`src/rtl/loaduse_stall_ctl.sv`:
```
module loaduse_stall_ctl #(
  parameter int REG_W   = 5,
  parameter int PC_W    = 8,
  parameter int PC_STEP = 4
) (
  input  logic                 clk,
  input  logic                 rst_n,
  output logic [PC_W-1:0]      fetch_addr,
  input  logic [2+3*REG_W-1:0] fetch_word,
  output logic [2+3*REG_W-1:0] id_word,
  output logic                 ex_mem_read,
  output logic                 ex_reg_write,
  output logic [REG_W-1:0]     ex_dest,
  output logic                 stall,
  output logic                 pc_we,
  output logic                 ifid_we,
  output logic                 ctl_sel
);
  localparam int INSTR_W = 2 + 3*REG_W;
  localparam int CTL_W   = 2 + REG_W;
  localparam int SB_LO   = 0;
  localparam int SA_LO   = REG_W;
  localparam int DST_LO  = 2*REG_W;
  localparam int WR_BIT  = 3*REG_W;
  localparam int RD_BIT  = 3*REG_W + 1;

  logic [PC_W-1:0]    pc_q;
  logic [INSTR_W-1:0] ifid_q;
  logic [CTL_W-1:0]   idex_q;
  logic [CTL_W-1:0]   id_ctl;
  logic [REG_W-1:0]   id_src_a, id_src_b;
  logic               dst_live, hit_a, hit_b;

  assign id_src_a = ifid_q[SA_LO +: REG_W];
  assign id_src_b = ifid_q[SB_LO +: REG_W];
  assign id_ctl   = ifid_q[RD_BIT:DST_LO];

  assign ex_mem_read  = idex_q[CTL_W-1];
  assign ex_reg_write = idex_q[CTL_W-2];
  assign ex_dest      = idex_q[REG_W-1:0];

  assign dst_live = ex_mem_read && (ex_dest != '0);
  assign hit_a    = (ex_dest == id_src_a);
  assign hit_b    = (ex_dest == id_src_b);
  assign stall    = dst_live && (hit_a || hit_b);

  assign pc_we   = ~stall;
  assign ifid_we = ~stall;
  assign ctl_sel = ~stall;

  always_ff @(posedge clk or negedge rst_n) begin
    if (!rst_n) pc_q <= '0;
    else if (pc_we) pc_q <= pc_q + PC_W'(PC_STEP);
  end

  always_ff @(posedge clk or negedge rst_n) begin
    if (!rst_n) ifid_q <= '0;
    else if (ifid_we) ifid_q <= fetch_word;
  end

  always_ff @(posedge clk or negedge rst_n) begin
    if (!rst_n) idex_q <= '0;
    else idex_q <= ctl_sel ? id_ctl : '0;
  end

  assign fetch_addr = pc_q;
  assign id_word    = ifid_q;

  logic unused_wr;
  assign unused_wr = ifid_q[WR_BIT];
endmodule

```
`config.mk`:
```
export PLATFORM = sky130hd
export DESIGN_NAME = loaduse_stall_ctl
export DESIGN_NICKNAME = d
export VERILOG_FILES = /design/src/rtl/loaduse_stall_ctl.sv
export SDC_FILE = /design/constraint.sdc
export NUM_CORES = 1
export LEC_CHECK = 0
export ABC_AREA = 1
export BUFFER_PORTS_ARGS = -buffer_cell sky130_fd_sc_hd__clkbuf_2
export CAP_MARGIN = 20
export CORE_AREA = 2 2 59 61
export DETAILED_ROUTE_END_ITERATION = 10
export DIE_AREA = 0 0 61 63
export PLACE_DENSITY = 0.74
export SYNTH_ARGS = -nofsm -noshare
export SYNTH_HDL_FRONTEND = slang
export SYNTH_SLANG_ARGS = --single-unit
export TNS_END_PERCENT = 20
```
`constraint.sdc`:
```
create_clock -name clk -period 1.4 [get_ports clk]
set_input_delay 0.07 -clock clk [delete_from_list [all_inputs] [get_ports clk]]
set_output_delay 0.07 -clock clk [all_outputs]
set_load 0.005 [all_outputs]
```
==> metrics.md <==
| Metric | Value |
|---|---|
| Commonest non-fill, non-tap cell in the layout | `nand2_1` |
| Register area share after synthesis | `0.500` |
| Worst setup path start | `idex_q[0]` |
| Root Driver | `clkbuf_4` |
| Clk_lat worst skew | `0.34 ns` |
| Post-Place Cells | `283` |
| Final setup viols | `27` |
| Crit end category | `output pin` |
| Final Util | `0.676` |
| CTS tree | `done` |
| RSZ-0062 raised after global routing | `true` |
| Vias post-DR | `1424` |
| TritonCTS Sinks | `30` |
| Tot Pwr | `3.20 mW` |
| Final cell count without fillers | `314` |
| Final min period | `1.62 ns` |
| Slowest CP cell | `dfrtp_2` |
| PwrDens | `1460 nW/um^2` |
| Average size of a mapped cell | `8.03 um^2` |
| Ports | `55` |
| Largest net degree at the start of global routing | `31` |
| CP arrival | `1.55 ns` |
| Mapped Cells | `187` |
| Flop pwr share | `0.392` |
| Vias in the first global route | `1297` |
| TNS Setup | `-2.71 ns` |
| Netlist cell types | `20` |
| CP Class | `flip-flop to output pin` |
| CP peak stage delay | `0.46 ns` |
| Nets@finish | `287` |
| Area grow syn2layout | `45.5%` |
| M1 WL | `1540 um` |
| Pint | `2.15 mW` |
| Highest clock rate | `0.619 GHz` |
| LEAKAGE | `1.24 nW` |
| CTS Buffer Depth | `2` |
| Gate power share | `0.321` |
| Critical R2R Capture | `id_word[3]` |
| Post-Route Skew | `0.00933 ns` |
| Initial core utilization | `0.465` |
| Die height | `63 um` |
| Startpoint Class | `flip-flop` |
| Crit path to | `ctl_sel` |
| Die area | `3840 um^2` |
| Drt drc | `0` |
| Initial drt markers | `50` |
| Die Width | `61 um` |
| GRT overflow | `0` |
| FP Rows | `21` |
| Reg clk slew, reported paths | `0.10 ns` |
| Switching pwr | `1.05 mW` |
| Met2 WL post-DR | `1670 um` |
| Fraction of layout instances using a drive strength above 1 | `0.377` |
| Crit share post-route | `1.15` |
| Yosys Warn Count | `0` |
| Port Buffer Count | `52` |
| Worst vdd ir | `0.938 mV` |
| Hpwl dp | `2310 um` |
| Most frequent cells in the layout | `57 x nand2_1, 52 x clkbuf_2, 28 x dfrtp_1` |
| GRT Resource Usage Total | `0.204` |
| Detail Route Antenna Nets | `0` |
| # H-tree levels | `2` |
| CTS Buf Count | `5` |
| First-pass GRT wire length | `5830 um` |
| Net Sw Frac | `0.328` |
| Max_cap viols | `0` |
| PnR worst setup slack | `-0.216 ns` |
| Clock power frac | `0.287` |
| Reg2reg path depth | `11` |
| WL/cell | `10.9 um` |
| Max FO, Critical Path | `5` |
| Reg-to-Reg Start | `idex_q[0]` |
| Fin. max-slew vios | `0` |
| Crit path required time | `1.33 ns` |
| Synth Register Bits | `30` |
| Outcome | `finished, violations left` |
| Core Area | `3230 um^2` |
| DRT Wirelength | `3440 um` |
| Pre-antenna DRT Iters | `4` |
| Antenna diodes | `0` |
| Violated checks | `setup timing` |
| Setup slack, reg-to-reg | `-0.15 ns` |
| Met3 WL | `160 um` |
| Vias per inst | `4.54` |
| Max Used Layer | `met4` |
| Critical path cell sequence | `nor2_1 > nor2_2 > nor2_2 > nand3_2 > nand2_4 > nand2_4 > buf_12 > clkbuf_2` |
| GP Congestion | `0.818` |
| Final Hold Vio Count | `0` |
| Synth Cell Area | `1500 um^2` |
| Hold crit path type | `primary input to async pin` |
| Initial antenna violation count | `0` |
| Final hold slack | `0.260 ns` |
routing by layer:
metal	vias to the layer above	track usage
li1	721	-
met1	654	0.266
met2	41	0.312
met3	8	0.0683
met4	0	0.0734
met5	-	0
layout make-up:
| type | count | area, um^2 |
|---|---|---|
| fillers | 281 | 1050 |
| flip-flops and latches | 30 | 753 |
| multi-input cells | 123 | 603 |
| repair buffers | 82 | 563 |
| inverters | 25 | 96.3 |
| clock inverters | 2 | 60.1 |
| well taps | 46 | 57.6 |
| clock buffers | 6 | 51.3 |
critical path, delay by kind of cell (launching register included):
family                 cells  cell delay, ns
and+or+nand+nor            6            0.51
DFF                        1            0.46
buffers and inverters      2            0.23
state kept, by name, summed over array words and instances (netlist names):
register,cells
fetch_addr,6
id_word,17
idex_q,7
logic make-up after synthesis:
| family | count (synthesis) | synth area share |
|---|---|---|
| flops | 30 | 0.500 |
| buf+inv | 35 | 0.114 |
| simple gates | 113 | 0.337 |
| xor+xnor | 6 | 0.0350 |
| other cells | 1 | 0.00250 |
| compound gates | 1 | 0.00333 |
| fa+ha+maj | 1 | 0.00833 |
power groups by stage:
stage | Combinational [mW] | Clock, mW | Sequential [mW]
after floorplan | 0.574 | 0 | 1.25
after global placement | 0.921 | 0 | 1.26
after detailed placement | 0.945 | 0 | 1.27
after CTS | 1.02 | 0.930 | 1.25
after global routing | 1.15 | 0.971 | 1.28
final | 1.03 | 0.916 | 1.25
worst min path at each step:
stage	startpoint	to	slack, ns	cells past startpoint
2_1_floorplan	rst_n	fetch_addr[2]	-0.23	0
3_3_place_gp	rst_n	id_word[4]	0.10	2
3_5_place_dp	rst_n	id_word[4]	0.10	2
4_1_cts	rst_n	id_word[4]	0.28	3
5_1_grt	rst_n	id_word[4]	0.29	3
6_report	rst_n	id_word[4]	0.26	3
through the flow:
step,cell area (um^2),setup slack (ns)
global placement,1820,0.0647
floorplan,1510,0.132
CTS,2160,-0.286
detailed placement,1820,0.0197
finish,2180,-0.216
global route,2180,-0.315
what timing repair did:
item,in CTS,in global routing
gates cloned,0,0
hold buffers,18,0
endpoints found under the hold margin,47,0
buffers inserted,5,1
pin swaps,5,5
endpoints found under the setup margin,5,30
resized for setup,3,13
cell usage after synthesis:
library cell / instances / area, um^2
nand2_4: 2 / 22.5
nand3_1: 27 / 135
inv_1: 19 / 71.3
buf_2: 2 / 10.0
nor3_1: 1 / 5.00
nand2_2: 9 / 56.3
nor2_2: 1 / 6.26
nor2_1: 12 / 45.0
xor2_1: 4 / 35.0
conb_1: 1 / 3.75
o21ai_0: 1 / 5.00
inv_2: 5 / 18.8
xnor2_1: 2 / 17.5
clkinv_1: 1 / 3.75
dfrtp_1: 30 / 751
nand2_1: 60 / 225
nand3_2: 1 / 10.0
buf_6: 2 / 22.5
buf_4: 6 / 45.0
ha_1: 1 / 12.5
Note: power is estimated with default switching activity, not from simulation.
